### src/rtl/hold_stage_pkg.sv
`timescale 1ns/1ps
package hold_stage_pkg;

   typedef enum logic [1:0] {
      LD_CLEAR   = 2'd0,
      LD_PASS    = 2'd1,
      LD_CAPTURE = 2'd2,
      LD_KEEP    = 2'd3
   } load_kind_e;

   // Reset wins over everything, transparency over the strobe edge.
   function automatic load_kind_e pick_load(input logic rst_n,
                                            input logic pass,
                                            input logic rise);
      if (!rst_n)     return LD_CLEAR;
      else if (pass)  return LD_PASS;
      else if (rise)  return LD_CAPTURE;
      else            return LD_KEEP;
   endfunction

endpackage

### src/rtl/strobe_rise_detect.sv
`timescale 1ns/1ps
module strobe_rise_detect #(
   parameter int SYNC_STAGES = 0
) (
   input  logic clk,
   input  logic rst_n,
   input  logic strobe_i,
   output logic rise_o
);
   logic seen;
   logic prev_q;

   generate
      if (SYNC_STAGES == 0) begin : g_direct
         assign seen = strobe_i;
      end else begin : g_sync
         logic [SYNC_STAGES-1:0] chain_q;
         always_ff @(posedge clk) begin
            if (!rst_n) chain_q <= '1;
            else        chain_q <= {chain_q[SYNC_STAGES-2 >= 0 ? SYNC_STAGES-2 : 0 : 0], strobe_i} ;
         end
         assign seen = chain_q[SYNC_STAGES-1];
      end
   endgenerate

   // Previous sample resets high so a strobe already high at release is no edge.
   always_ff @(posedge clk) begin
      if (!rst_n) prev_q <= 1'b1;
      else        prev_q <= seen;
   end

   assign rise_o = seen & ~prev_q;

   AST_RISE_NOT_TWICE: assert property (@(posedge clk) disable iff (!rst_n)
      rise_o |=> !rise_o);
   AST_NO_RISE_AT_RELEASE: assert property (@(posedge clk) disable iff (!rst_n)
      $rose(rst_n) |-> !rise_o);

endmodule

### src/rtl/lane_store.sv
`timescale 1ns/1ps
module lane_store
   import hold_stage_pkg::*;
#(
   parameter int DATA_W = 8
) (
   input  logic              clk,
   input  logic              rst_n,
   input  load_kind_e        kind_i,
   input  logic [DATA_W-1:0] data_i,
   input  logic              par_i,
   output logic [DATA_W-1:0] data_q,
   output logic              par_q
);
   always_ff @(posedge clk) begin
      unique case (kind_i)
         LD_CLEAR: begin
            data_q <= '0;
            par_q  <= 1'b0;
         end
         LD_PASS, LD_CAPTURE: begin
            data_q <= data_i;
            par_q  <= par_i;
         end
         default: begin
            data_q <= data_q;
            par_q  <= par_q;
         end
      endcase
   end

   AST_CLEARED_ON_RELEASE: assert property (@(posedge clk) disable iff (!rst_n)
      $rose(rst_n) |-> (data_q == '0 && !par_q));
   AST_PASS_TRACKS: assert property (@(posedge clk) disable iff (!rst_n)
      (kind_i == LD_PASS) |=> (data_q == $past(data_i) && par_q == $past(par_i)));
   AST_CAPTURE_LOADS: assert property (@(posedge clk) disable iff (!rst_n)
      (kind_i == LD_CAPTURE) |=> (data_q == $past(data_i)));
   AST_KEEP_STABLE: assert property (@(posedge clk) disable iff (!rst_n)
      (kind_i == LD_KEEP) |=> ($stable(data_q) && $stable(par_q)));

endmodule

### src/rtl/drive_gate.sv
`timescale 1ns/1ps
module drive_gate #(
   parameter int WORD_W = 18
) (
   input  logic              clk,
   input  logic              rst_n,
   input  logic              oe_n_i,
   input  logic [WORD_W-1:0] word_i,
   output logic [WORD_W-1:0] word_o,
   output logic [WORD_W-1:0] drive_o
);
   always_comb begin
      drive_o = {WORD_W{~oe_n_i}};
      word_o  = oe_n_i ? '0 : word_i;
   end

   AST_OFF_SILENT: assert property (@(posedge clk) disable iff (!rst_n)
      oe_n_i |-> (drive_o == '0 && word_o == '0));
   AST_ON_ALL_DRIVEN: assert property (@(posedge clk) disable iff (!rst_n)
      !oe_n_i |-> (&drive_o && word_o == word_i));

endmodule

### src/rtl/dual_mode_hold_stage.sv
`timescale 1ns/1ps
module dual_mode_hold_stage
   import hold_stage_pkg::*;
#(
   parameter int LANES       = 2,
   parameter int BYTE_W      = 8,
   parameter int SYNC_STAGES = 0
) (
   input  logic                           clk,
   input  logic                           rst_n,
   input  logic                           pass_i,
   input  logic                           strobe_i,
   input  logic                           oe_n_i,
   input  logic [LANES*(BYTE_W+1)-1:0]    word_i,
   output logic [LANES*(BYTE_W+1)-1:0]    word_o,
   output logic [LANES*(BYTE_W+1)-1:0]    drive_o
);
   localparam int DATA_BITS = LANES * BYTE_W;
   localparam int WORD_W    = LANES * (BYTE_W + 1);

   generate
      if (LANES < 1)       begin : g_bad_lanes  $error("LANES must be at least 1");       end
      if (BYTE_W < 1)      begin : g_bad_byte   $error("BYTE_W must be at least 1");      end
      if (SYNC_STAGES < 0 || SYNC_STAGES > 3)
                           begin : g_bad_sync   $error("SYNC_STAGES must be 0 to 3");     end
   endgenerate

   logic        rise;
   load_kind_e  kind;
   logic [WORD_W-1:0] stored;
   logic [WORD_W-1:0] visible;

   strobe_rise_detect #(.SYNC_STAGES(SYNC_STAGES)) u_rise (
      .clk      (clk),
      .rst_n    (rst_n),
      .strobe_i (strobe_i),
      .rise_o   (rise)
   );

   assign kind = pick_load(rst_n, pass_i, rise);

   generate
      for (genvar k = 0; k < LANES; k++) begin : g_lane
         lane_store #(.DATA_W(BYTE_W)) u_lane (
            .clk    (clk),
            .rst_n  (rst_n),
            .kind_i (kind),
            .data_i (word_i[k*BYTE_W +: BYTE_W]),
            .par_i  (word_i[DATA_BITS + k]),
            .data_q (stored[k*BYTE_W +: BYTE_W]),
            .par_q  (stored[DATA_BITS + k])
         );
      end
   endgenerate

   // Transparent path bypasses the store; held path shows it.
   assign visible = pass_i ? word_i : stored;

   drive_gate #(.WORD_W(WORD_W)) u_gate (
      .clk     (clk),
      .rst_n   (rst_n),
      .oe_n_i  (oe_n_i),
      .word_i  (visible),
      .word_o  (word_o),
      .drive_o (drive_o)
   );

   AST_PASS_IS_LIVE: assert property (@(posedge clk) disable iff (!rst_n)
      (pass_i && !oe_n_i) |-> (word_o == word_i));
   AST_HELD_OUTPUT_STEADY: assert property (@(posedge clk) disable iff (!rst_n)
      (!pass_i && !rise && !oe_n_i) ##1 (!pass_i && !oe_n_i) |-> $stable(word_o));

endmodule

### config.mk
export PLATFORM = sky130hd
export DESIGN_NAME = dual_mode_hold_stage
export DESIGN_NICKNAME = d
export VERILOG_FILES = /design/src/rtl/hold_stage_pkg.sv /design/src/rtl/strobe_rise_detect.sv /design/src/rtl/lane_store.sv /design/src/rtl/drive_gate.sv /design/src/rtl/dual_mode_hold_stage.sv
export SDC_FILE = /design/constraint.sdc
export NUM_CORES = 1
export LEC_CHECK = 0
export BUFFER_PORTS_ARGS = -buffer_cell sky130_fd_sc_hd__buf_4
export CAP_MARGIN = 0
export CORE_UTILIZATION = 50
export DETAILED_ROUTE_END_ITERATION = 10
export PLACE_DENSITY = 0.84
export SYNTH_ARGS = -nofsm -noshare
export SYNTH_HDL_FRONTEND = slang
export SYNTH_HIERARCHICAL = 1
export SYNTH_SLANG_ARGS = --single-unit
### constraint.sdc
create_clock -name clk -period 2.2 [get_ports clk]
set_input_delay 0.11 -clock clk [delete_from_list [all_inputs] [get_ports clk]]
set_output_delay 0.11 -clock clk [all_outputs]
set_load 0.01 [all_outputs]
---- Word level (Yosys, flattened, before mapping) ----
Cells that the tools add are included.
W data, S select, Z words.
storage, ports and cells
  logic and storage cells ................. 22
  input bits .............................. 23
  flip-flop bits (word level) ............. 19
  output and inout port bits .............. 36
operators by class
  muxes and demuxes ....................... 9
  bitwise gates (word level) .............. 3
  equality and inequality tests ........... 2
  reduce and logical (&&, ||, !) cells .... 3
operators with widths
  kind                  number
  $mux W18              2
  $pmux W8 S2           2
  $mux W2               2
  $pmux W1 S2           2
  $eq A2 B1 Y1 const B  1
  $eq A2 B2 Y1 const B  1
  $logic_not A2 Y1      1
  $not A1 Y1            2
  $reduce_bool A2 Y1    1
  $reduce_or A2 Y1      1
  $and A1 B1 Y1         1
  $mux W1               1

---- Logic depth before layout (Yosys ltp) ----
Gate-level depths: netlist of run 1.
  depth after elaboration ................. 8
  depth in mapped cells ................... 5
  gate-level depth less buffers ........... 4

---- Cells and area by module ----
Netlist of run 1, hierarchy kept.
modules (own cells, without submodules)
  module                seq. area each (µm²)  instances  area an instance (µm²)  cells an instance
  lane_store            270.3                 2          342.8                   20
  dual_mode_hold_stage  0.0                   1          310.3                   23
  drive_gate            0.0                   1          261.5                   37
  strobe_rise_detect    20.0                  1          40.0                    3

---- Least setup slack after synthesis of run 1 ----
OpenSTA, ideal clock, no wires.
  path kind ............................... register -> register
  start point ............................. reg u_rise.prev_q
  end point ............................... reg g_lane[0].u_lane.data_q[4] (data pin)
  buffers on the path ..................... 0
  stages on the path, launching flop included .. 5
  clock period less this slack ............ 1331 ps
  setup time .............................. 255 ps
  required time ........................... 1945 ps
  path slack .............................. 869 ps
  arrival time ............................ 1076 ps
  cells stage by stage .................... dfxtp_1 > nor2b_4 > a21boi_0 > ha_1 > and2_1
between the ends
  cells in the longest elaborated chain, start to end .. 8
  elaborated cells on any way between the ends .. 10
  those cells by class .................... eq/ne: 2; mux: 4; bitwise: 2; reduce/logical: 2
RTL lines
  what                                                 line                        RTL
  from (decl)                                          strobe_rise_detect.sv:11    logic prev_q;
  from (signal assigned)                               strobe_rise_detect.sv:29    else prev_q <= seen;
  $not A1 Y1 (*)                                       strobe_rise_detect.sv:32    assign rise_o = seen & ~prev_q;
  $and A1 B1 Y1 (*)                                    strobe_rise_detect.sv:32
  via rise                                             dual_mode_hold_stage.sv:28  logic rise;
  $mux W1 (*)                                          hold_stage_pkg.sv:17        else if (rise) return LD_CAPTURE;
  $mux W2 (*)                                          hold_stage_pkg.sv:16        else if (pass) return LD_PASS;
  $mux W2 (*)                                          hold_stage_pkg.sv:15        if (!rst_n) return LD_CLEAR;
  via kind[0]                                          dual_mode_hold_stage.sv:29  load_kind_e kind;
  $eq A2 B1 Y1 / $eq A2 B2 Y1 (equally long branches)  lane_store.sv:16            unique case (kind_i)
  $reduce_or A2 Y1                                     lane_store.sv:16
  $pmux W8 S2 (*)                                      lane_store.sv:16
  to (signal assigned)                                 lane_store.sv:22            data_q <= data_i;
  to (signal assigned)                                 lane_store.sv:26            data_q <= data_q;
  to (decl)                                            lane_store.sv:12            output logic [DATA_W-1:0] data_q,
Mark *: on every way through the listed nets, which the timed path passes. The rest lies on a longest branch.
A chain may end at the register's enable or synchronous reset.

---- Worst setup path after layout of run 1 ----
  start point ............................. in strobe_i
  end point ............................... reg g_lane[0].u_lane.data_q[4] (data pin)
between the ends
  cells in the longest elaborated chain, start to end .. 7
  elaborated cells on any way between the ends .. 9
  those cells by class .................... eq/ne: 2; mux: 4; bitwise: 1; reduce/logical: 2
RTL lines
  what                                                 line                        RTL
  from (decl)                                          dual_mode_hold_stage.sv:12  input logic strobe_i,
  $and A1 B1 Y1 (*)                                    strobe_rise_detect.sv:32
  via rise                                             dual_mode_hold_stage.sv:28
  $mux W1 (*)                                          hold_stage_pkg.sv:17
  $mux W2 (*)                                          hold_stage_pkg.sv:16
  $mux W2 (*)                                          hold_stage_pkg.sv:15
  via kind[0]                                          dual_mode_hold_stage.sv:29
  $eq A2 B1 Y1 / $eq A2 B2 Y1 (equally long branches)  lane_store.sv:16
  $reduce_or A2 Y1                                     lane_store.sv:16
  $pmux W8 S2 (*)                                      lane_store.sv:16
Marked as above.

==> metrics.md, run 1 <==
| Metric | Value |
|---|---|
| Max Root-Sink Buffers | 2 |
| Post-CTS sizing | 0 |
| Hold Vio Cnt, Final | 0 |
| Levels on crit path | 6 |
| Pleak | around 0.83 nW |
| Vias per cell | 4.75 |
| Setup_tns | 0 ps |
| Worst path buffer plus inverter count | 2 |
| Largest net degree at the start of global routing | 21 |
| Initial Util | approximately 53% |
| Area of the core | about 2500 um2 |
| Setup violators final | 0 |
| Critical path's top delay family | buffers and inverters |
| Crit path launch type | input port |
| Register area share after synthesis | 43.2% |
| Pint | approximately 0.00066 W |
| Clk_skew | about 3.6 ps |
| Hold depth | 2 |
| Port-buffer cells | slightly below 60 |
| Seq pwr share | about 51% |
| #FFs+latches synth | 19 |
| Number of detailed-routing iterations run before antenna repair | 4 |
| Vias in the first global route | 758 |
| Slowest CP cell | dlygate4sd3_1 |
| Worst Tran Pin Value | 422 ps |
| R2R depth | 4 |
| Status | finished clean |
| Max Fanout on Critical Path | 9 |
| Skew-Pair Late Insertion Delay | 290 ps |
| Yosys warnings | 6 |
| DRT iter0 DRCs | 6 |
| Initial antenna violation count | 0 |
| CP max stage delay | approximately 540 ps |
| Antenna Cells | 0 |
| Worst Path Arrival | about 1700 ps |
| Relative slew margins | 71.9% |
| RSZ-0062 raised after global routing | false |
| Antenna-violating nets left | 0 |
| Pre-CTS setup slack | roughly 650 ps |
| Hold Crit Class | input port to flop |
| Worst r2r src | u_rise/prev_q |
| Setup bufs post-CTS | 0 |
| Post-Syn Area per Cell | roughly 13 um2 |
| Cell variety after synth | 13 |
| Drc violations | 0 |
| GRT Util Overall | between 10% and 20% |
| Combinational fraction of design power | just under 30% |
| VDD IR max | approximately 0.55 mV |
| Critical setup path kind | input port to flop |
| Final instance area | approximately 1700 um2 |
| Most used routing layer in global routing | met2 |
| Final #Nets | 173 |
| Met1 Use GR | between 10% and 20% |
| H-tree depth | 1 |
| FILL cells | 179 |
| Cell Area, Synth | around 1300 um2 |
| Syn nets | roughly 130 |
| R2r setup slk | about 750 ps |
| Synth-to-layout area growth | 27.9% |
| Period utilization | about 75% |
| Clk sinks | 19 |
| Wirelength per Cell | 12.4 um |
| Reg2reg end | g_lane[0].u_lane/data_q[4] |
| GP Congestion | approximately 0.7 |
| Global Route met3 Usage | around 2.6% |
| Worst EP required | approximately 2300 ps |
| Critical path, cell by cell | dlygate4sd3_1, buf_4, nor2b_4, a21boi_0, ha_1, and2_1 |
| Hold endpoint | g_lane[1].u_lane/data_q[6] |
| Maximum clock frequency | about 610 MHz |
| CTS Buf Count | 3 |
| Commonest non-fill, non-tap cell in the layout | buf_4 |
| NetSw | 0.000208 W |
| Clock Pin Slew Worst Setup and Hold Paths | around 100 ps |
| Clock network fraction of total power | around 20% |
| Slew Viols, Final | 0 |
| GR Util met2 | 28.7% |
| Via Count | 840 |
| DP Wirelength | 1640 um |
| Hold_sp | word_i[14] |
| CP Capture Type | flop |
| Share of layout cells above drive strength 1 | between 50% and 60% |
| Root buf cell | clkbuf_4 |
| Die Wd | 52.9 um |
| Synthesized instance count | between 100 and 150 |
| CTS tree | yes |
| Die H | ~53 um |
| Placement Cell Area | about 1600 um2 |
| Setup ws final | around 550 ps |
| Switching share of power | around a quarter |
| First-pass GRT wire length | between 3000 and 4000 um |
| MaxCap Viol Count | 0 |
| Most frequent cells in the layout | buf_4 (58), mux2_4 (18), and2_1 (18), edfxtp_1 (18), nor2b_1 (11) |
| Die area | 2800 um2 |
| Minimum clock period | approximately 1600 ps |
| Pwr dens | approximately 520 nW/um2 |
| Cell row count | 18 |
| Ports | 59 |
| Total wire length | roughly 2200 um |
| Total grt overflow | 0 |
## area by class of cell
| class | instances | area (um2) | area share, % |
|---|---|---|---|
| Sequential cell | 19 | 561 | 33.8 |
| Multi-Input combinational cell | 60 | 564 | 34.0 |
| Tap cell | 30 | 37.5 | 2.26 |
| Clock buffer | 4 | 26.3 | 1.58 |
| Timing Repair Buffer | 60 | 455 | 27.5 |
| Inverter | 4 | 15.0 | 0.905 |
## synth_stat cells
| library cell | count | area share (%) |
|---|---|---|
| and2_1 | 18 | 8.7 |
| buf_4 | 18 | 10 |
| edfxtp_1 | 18 | 42 |
| mux2_4 | 18 | 21 |
| nor2b_1 | 11 | 5.3 |
| and2b_1 | 8 | 4.6 |
| inv_1 | 4 | 1.2 |
| buf_6 | 2 | 1.7 |
| ha_1 | 2 | 1.9 |
| a21boi_0 | 1 | 0.58 |
| dfxtp_1 | 1 | 1.5 |
| nand2b_1 | 1 | 0.48 |
| nor2b_4 | 1 | 1.1 |
## worst max-delay path by stage
stage	startpoint	endpoint
CTS	rst_n	g_lane[0].u_lane/data_q[4]
global placement	pass_i	g_lane[0].u_lane/data_q[4]
global route	strobe_i	g_lane[0].u_lane/data_q[4]
finish	strobe_i	g_lane[0].u_lane/data_q[4]
detailed placement	pass_i	g_lane[0].u_lane/data_q[4]
floorplan	u_rise/prev_q	g_lane[0].u_lane/data_q[4]
## power by group through the flow
stage / clock, W / combinational, W / sequential (W)
floorplan: 0 / 0.000166 / 0.000451
global placement: 0 / 0.000245 / 0.000452
detailed placement: 0 / 0.000251 / 0.000455
CTS: 0.000177 / 0.000253 / 0.000446
global route: 0.000188 / 0.000274 / 0.000449
finish: 0.000172 / 0.000252 / 0.000446
## sequential cells by signal, summed over array words and instances (netlist names)
signal,cells
g_lane.u_lane/par_q,2
g_lane.u_lane/data_q,16
u_rise/prev_q,1
## metal layers
| layer | vias up | routed length [um] |
|---|---|---|
| li1 | 413 | - |
| met1 | 386 | 866 |
| met2 | 37 | 1180 |
| met3 | 4 | 118 |
| met4 | 0 | 34 |
| met5 | - | 0 |
## worst register-to-register path, stage by stage (launching register included)
cell	delay, ps
dfxtp_1	370
nor2b_4	40
a21boi_0	260
ha_1	360
and2_1	190
## timing repair
item / CTS / global route
setup endpoints to repair: 0 / 0
endpoints found under the hold margin: 1 / 1
hold buffers: 1 / 1
## logic make-up (layout without fill, tap and decap cells)
group | Yosys count | count (layout) | share of synthesized area (%)
and+or+nand+nor | 39 | 39 | 20.2
buffers and inverters | 24 | 68 | 13.3
DFF | 19 | 19 | 43.2
muxes | 18 | 18 | 20.8
adders and majority gates | 2 | 2 | 1.93
AOI/OAI and AO/OA | 1 | 1 | 0.579
## per-stage QoR
stage                     hold WS, ps  util (%)  cells  total power [W]
after floorplan                   183         -    103         0.000617
final                             107      67.6    177         0.000871
after global routing              103      67.6    177         0.000911
after CTS                       0.289      67.2    176         0.000876
after global placement            295      65.7    171         0.000698
after detailed placement          300      65.7    171         0.000705
Note: power is estimated with default switching activity, not from simulation.
==> run 2, diff against run 1 <==
--- a/config.mk
+++ b/config.mk
@@ -5,11 +5,12 @@
 export SDC_FILE = /design/constraint.sdc
 export NUM_CORES = 1
 export LEC_CHECK = 0
+export ABC_AREA = 1
 export BUFFER_PORTS_ARGS = -buffer_cell sky130_fd_sc_hd__buf_4
 export CAP_MARGIN = 0
-export CORE_UTILIZATION = 50
+export CORE_UTILIZATION = 47
 export DETAILED_ROUTE_END_ITERATION = 10
-export PLACE_DENSITY = 0.84
+export PLACE_DENSITY = 0.8
 export SYNTH_ARGS = -nofsm -noshare
 export SYNTH_HDL_FRONTEND = slang
 export SYNTH_HIERARCHICAL = 1
==> constraint.sdc (replaced) <==
create_clock -name clk -period 1.68 [get_ports clk]
set_input_delay 0.084 -clock clk [delete_from_list [all_inputs] [get_ports clk]]
set_output_delay 0.084 -clock clk [all_outputs]
set_load 0.01 [all_outputs]
==> metrics.md, run 2 <==
| Metric | Value |
|---|---|
| Status | finished clean |
| GRT Util Overall | 16.0% |
| Maximum clock frequency | roughly 720 MHz |
| Cell with the most instances after synthesis | nand2_1 |
| Die Wd | 55.1 um |
| Pleak | around 1.0 nW |
| CP Capture Type | flop |
| Clk sinks | 19 |
| Total wire length | approximately 2400 um |
| FILL cells | roughly 250 |
| Via Count | about 1100 |
| Skew-Pair Late Insertion Delay | 300 ps |
| Synth-to-layout area growth | 23.5% |
| Final instance area | between 1500 and 2000 um2 |
| Vias per cell | about 4.3 |
| Initial Util | around half |
| Worst EP required | about 1800 ps |
| Hold Crit Class | input port to flop |
| Commonest cells in the synthesized netlist | nand2_1 (72), inv_1 (41), nor2_1 (19) |
| Synthesized instance count | 181 |
| RSZ-0062 raised after global routing | false |
| Clk_skew | ~8.3 ps |
| Worst Tran Pin Value | between 400 and 500 ps |
| Setup bufs post-CTS | 0 |
| Hold Vio Cnt, Final | 0 |
| Cell variety after synth | 14 |
| Placement Cell Area | 1590 um2 |
| Largest Register | g_lane.u_lane/data_q |
| CP max stage delay | roughly 540 ps |
| Setup_tns | 0 ps |
| Antenna-violating nets left | 0 |
| Ports | slightly below 60 |
| Minimum clock period | about 1400 ps |
| Cell row count | 18 |
| Asr flop ratio synth | 0% |
| Commonest non-fill, non-tap cell in the layout | nand2_1 |
| Setup violators final | 0 |
| Yosys warnings | 6 |
| #FFs+latches synth | 19 |
| Critical setup path kind | input port to flop |
| Relative slew margins | 71.3% |
| Pwr dens | between 600 and 700 nW/um2 |
| Largest area contributor in the netlist | edfxtp_1 |
| Clock Pin Slew Worst Setup and Hold Paths | between 100 and 150 ps |
| Drc violations | 0 |
| Post-Syn Area per Cell | 7.32 um2 |
| MaxCap Viol Count | 0 |
| Slowest CP cell | dlygate4sd3_1 |
| Initial antenna violation count | 0 |
| VDD IR max | 0.628 mV |
| Top_reg_cell synth | edfxtp_1 |
| Die area | roughly 3000 um2 |
| Largest net degree at the start of global routing | 21 |
| Period utilization | 83.1% |
| Max FFs per register | 16 |
| Critical path's top delay family | buffers and inverters |
| Worst path buffer plus inverter count | 4 |
| CP most frequent cell | inv_1 |
| Area of the core | approximately 2600 um2 |
| Worst Path Arrival | approximately 1500 ps |
| Top cell type's share of synthesized area | about two fifths |
| CTS Buf Count | 3 |
| Slew Viols, Final | 0 |
| Top area cells in the synthesized netlist | edfxtp_1 (41%), nand2_1 (20%), inv_1 (12%), buf_4 (9.6%), nor2_1 (5.4%) |
| Number of detailed-routing iterations run before antenna repair | 4 |
| DRT iter0 DRCs | 28 |
| Crit path launch type | input port |
| Register area share after synthesis | 42.3% |
| CTS tree | yes |
| Max Fanout on Critical Path | 9 |
| Final #Nets | 248 |
| Die H | roughly 55 um |
| Cell Area, Synth | 1330 um2 |
| DP Wirelength | between 1500 and 2000 um |
| Vias in the first global route | approximately 830 |
| EDFF count, synth | 18 |
| Antenna Cells | 0 |
| Port-buffer cells | just under 60 |
| Wirelength per Cell | around 9.3 um |
| Root buf cell | clkbuf_4 |
| Largest regs | g_lane.u_lane/data_q x16, g_lane.u_lane/par_q x2, u_rise/prev_q x1 |
| GP Congestion | 0.742 |
| Most frequent cells in the layout | nand2_1 (72), buf_4 (59), inv_1 (41), nor2_1 (19), edfxtp_1 (18) |
| Max Root-Sink Buffers | 2 |
| First-pass GRT wire length | ~3400 um |
| Total grt overflow | 0 |
| Syn nets | around 210 |
| Critical path, cell by cell | dlygate4sd3_1, buf_4, inv_1, nor2_1, ha_1, nand2_1, inv_1 |
| Share of layout cells above drive strength 1 | between 30% and 40% |
| H-tree depth | 1 |
-- run 2: cell count changes after synthesis, moves of 3 or more --
cell     change
nor2b_1     -11
inv_1       +37
buf_6        +3
and2b_1      -8
nor2_1      +19
mux2_4      -18
nand2_1     +72
and2_1      -18
-- run 2: final cells by class --
type                    instances  area [um2]  share of cell area, %
inverters                      42         158                   9.63
repair buffers                 61         463                   28.3
clock buffers                   3        22.5                   1.38
multi-input cells              96         388                   23.7
clock inverters                 1        7.51                  0.459
well taps                      30        37.5                   2.29
flip-flops and latches         19         561                   34.3
-- run 2: final timing paths --
check	startpoint	endpoint	slack, ps	cells past startpoint
setup / recovery	rst_n	g_lane[0].u_lane/data_q[0]	280	7
hold / removal	word_i[16]	g_lane[0].u_lane/par_q	40	3
hold reg to reg	u_rise/prev_q	g_lane[1].u_lane/data_q[7]	1050	4
setup reg to reg	u_rise/prev_q	g_lane[0].u_lane/data_q[0]	380	5
-- run 2: cell families after synthesis --
| family | count (synthesis) | synth area share (%) |
|---|---|---|
| DFF | 19 | 42.3 |
| and+or+nand+nor | 93 | 26.7 |
| adders and majority gates | 2 | 1.89 |
| buffers and inverters | 66 | 28.4 |
| AOI/OAI and AO/OA | 1 | 0.661 |
-- run 2: routing by layer --
metal  vias up  share of wire (%)  track usage [%]
met1       462                 44             19.0
li1        583                  -                -
met4         0                1.7             7.50
met3         4                6.9            0.820
met5         -                  0                0
met2        42                 47             29.3
-- run 2: stage by stage --
| stage | cells | total power, W | setup slack (ps) | util [%] | hold slack (ps) |
|---|---|---|---|---|---|
| 6_report | 252 | 0.00112 | 284 | 63.7 | 42.9 |
| 5_1_grt | 252 | 0.00119 | 211 | 63.7 | 45.9 |
| 4_1_cts | 252 | 0.00113 | 284 | 63.7 | 40.0 |
| 3_5_place_dp | 246 | 0.000894 | 386 | 61.8 | 267 |
| 3_3_place_gp | 246 | 0.000888 | 406 | 61.8 | 263 |
| 2_1_floorplan | 181 | 0.000801 | 470 | - | 153 |
-- run 2: what timing repair did --
action                                 CTS  global route
endpoints found under the hold margin    1             0
gates resized for setup                  0             0
hold buffers                             2             0
-- run 2: power by group --
| part | switching, W | internal, W |
|---|---|---|
| logic | 0.000159 | 0.000144 |
| registers | 0.0000115 | 0.000571 |
| clock network | 0.000144 | 0.0000906 |
| total | 0.000315 | 0.000805 |
-- run 2: worst min-delay path: stages --
cell,delay [ps]
buf_4,80
nand2_1,40
inv_1,40
==> run 3, diff against run 2 <==
--- a/config.mk
+++ b/config.mk
@@ -5,12 +5,12 @@
 export SDC_FILE = /design/constraint.sdc
 export NUM_CORES = 1
 export LEC_CHECK = 0
-export ABC_AREA = 1
+export ABC_AREA = 0
 export BUFFER_PORTS_ARGS = -buffer_cell sky130_fd_sc_hd__buf_4
 export CAP_MARGIN = 0
-export CORE_UTILIZATION = 47
+export CORE_UTILIZATION = 42
 export DETAILED_ROUTE_END_ITERATION = 10
-export PLACE_DENSITY = 0.8
+export PLACE_DENSITY = 0.76
 export SYNTH_ARGS = -nofsm -noshare
 export SYNTH_HDL_FRONTEND = slang
 export SYNTH_HIERARCHICAL = 1
==> constraint.sdc (replaced) <==
create_clock -name clk -period 1.25 [get_ports clk]
set_input_delay 0.0625 -clock clk [delete_from_list [all_inputs] [get_ports clk]]
set_output_delay 0.0625 -clock clk [all_outputs]
set_load 0.01 [all_outputs]
==> metrics.md, run 3 (synthesis gave the netlist of run 1 again) <==
| Metric | Value |
|---|---|
| H-tree depth | 1 |
| DRT iter0 DRCs | 22 |
| Cell row count | 19 |
| Initial Util | between 40 and 50% |
| VDD IR max | around 0.46 mV |
| Setup ws final | -53.0 ps |
| Total wire length | 2360 um |
| Root buf cell | clkbuf_4 |
| CTS tree | yes |
| Clock network fraction of total power | 19.3% |
| Max Fanout on Critical Path | 1 |
| Clock Pin Slew Worst Setup and Hold Paths | between 100 and 150 ps |
| Worst EP required | roughly 1200 ps |
| Final instance area | roughly 1900 um2 |
| Die H | between 50 and 60 um |
| First-pass GRT wire length | 3460 um |
| Die Wd | about 58 um |
| GP Congestion | between 0.7 and 0.8 |
| NetSw | roughly 0.00041 W |
| Worst Path Arrival | between 1000 and 1500 ps |
| Port-buffer cells | between 50 and 60 |
| Commonest non-fill, non-tap cell in the layout | buf_4 |
| Period utilization | 104% |
| Maximum clock frequency | around 770 MHz |
| CTS Buf Count | 3 |
| Setup violators final | 32 |
| Pint | between 0.001 and 0.0015 W |
| Via Count | 877 |
| Largest regs | g_lane.u_lane/data_q x16, g_lane.u_lane/par_q x2, u_rise/prev_q x1 |
| Critical setup path kind | flop to output port |
| Status | finished with violations |
| Hold Crit Class | input port to flop |
| Max FFs per register | 16 |
| Share of layout cells above drive strength 1 | around 67% |
| Number of detailed-routing iterations run before antenna repair | 9 |
| Slew Viols, Final | 0 |
| DP Wirelength | between 1500 and 2000 um |
| Combinational fraction of design power | 33.2% |
| Total grt overflow | 0 |
| Worst Tran Pin Value | 436 ps |
| Minimum clock period | 1300 ps |
| Met3 routed WL | about 130 um |
| CP Capture Type | output port |
| Pwr dens | between 800 and 900 nW/um2 |
| DR top layer | met4 |
| RSZ-0062 raised after global routing | true |
| Wirelength per Cell | roughly 13 um |
| Placed instance count | between 150 and 200 |
| Switching share of power | between 20% and 30% |
| Met1 wire length | roughly 900 um |
| Metal2 WL | roughly 1300 um |
| Relative slew margins | 70.9% |
| Final Util | between 60% and 70% |
| Seq pwr share | 47.6% |
| GRT Util Overall | ~14% |
| Clk_skew | ~1.7 ps |
| Largest net degree at the start of global routing | 20 |
| Pre-CTS setup slack | -66.3 ps |
| Ports | 59 |
| MaxCap Viol Count | 0 |
| Die area | between 3000 and 4000 um2 |
| Vias per cell | 4.77 |
| Antenna-violating nets left | 0 |
| Most frequent cells in the layout | buf_4 (44), mux2_4 (18), edfxtp_1 (18), buf_6 (18), and2_1 (16) |
| Antenna Cells | 0 |
| Area of the core | 2850 um2 |
| Fin Hold WS | ~48 ps |
| Crit path launch type | flop |
| Clk sinks | 19 |
| Non-filler instance count after layout | 184 |
| Max Root-Sink Buffers | 2 |
| Drc violations | 6 |
| Placement Cell Area | 1630 um2 |
| Hold Vio Cnt, Final | 0 |
| Final #Nets | ~180 |
| Synth-to-layout area growth | 45.4% |
| Pleak | around 0.9 nW |
| Initial antenna violation count | 0 |
| Largest Register | g_lane.u_lane/data_q |
| Vias in the first global route | around 800 |
| Failing checks | design-rule violations, negative setup slack |
| Skew-Pair Late Insertion Delay | roughly 300 ps |
## run 3: area by class of cell
type | instances | area, um2
clock buffers | 3 | 22.5
clock inverters | 1 | 7.51
fillers | 214 | 966
inverters | 4 | 22.5
multi-input cells | 60 | 666
flip-flops and latches | 19 | 562
well taps | 31 | 38.8
repair buffers | 64 | 553
repair inverters | 2 | 15.0
## run 3: worst paths after layout
check	cells past startpoint	slack [ps]	to	startpoint
worst min-delay path	2	50	g_lane[0].u_lane/data_q[4]	word_i[4]
worst max register to register	5	-20	g_lane[1].u_lane/data_q[4]	u_rise/prev_q
worst min register to register	5	1040	g_lane[0].u_lane/data_q[3]	u_rise/prev_q
worst max-delay path	3	-50	word_o[4]	g_lane[0].u_lane/data_q[4]
## run 3: worst max-delay path, cell delays in order, from the launching register on
cell	delay [ps]
edfxtp_1	400
mux2_4	270
and2b_1	160
buf_6	110
## run 3: what timing repair did
item	in CTS	in global routing
cloned	0	2
buffers inserted	0	2
hold endpoints to repair	1	0
resized for setup	18	25
hold buffers	2	0
pin swaps	0	2
endpoints found under the setup margin	54	54
## run 3: power groups by stage
stage	registers, W	clock network, W	logic (W)
floorplan	0.000794	0	0.000294
global placement	0.000797	0	0.000439
detailed placement	0.000801	0	0.000449
CTS	0.000787	0.000321	0.000487
global route	0.000791	0.000352	0.000586
finish	0.000786	0.000319	0.000548
## run 3: layer usage
layer  vias up  GRT usage (%)
li1        426              -
met1       413           15.9
met2        34           25.2
met3         4           2.04
met4         0           5.23
met5         -              0
## run 3: per-stage QoR
stage | power (W) | setup TNS, ps
after floorplan | 0.00109 | 0
after global placement | 0.00124 | -93.6
after detailed placement | 0.00125 | -1230
after CTS | 0.00160 | -1240
after global routing | 0.00173 | -2320
final | 0.00165 | -581
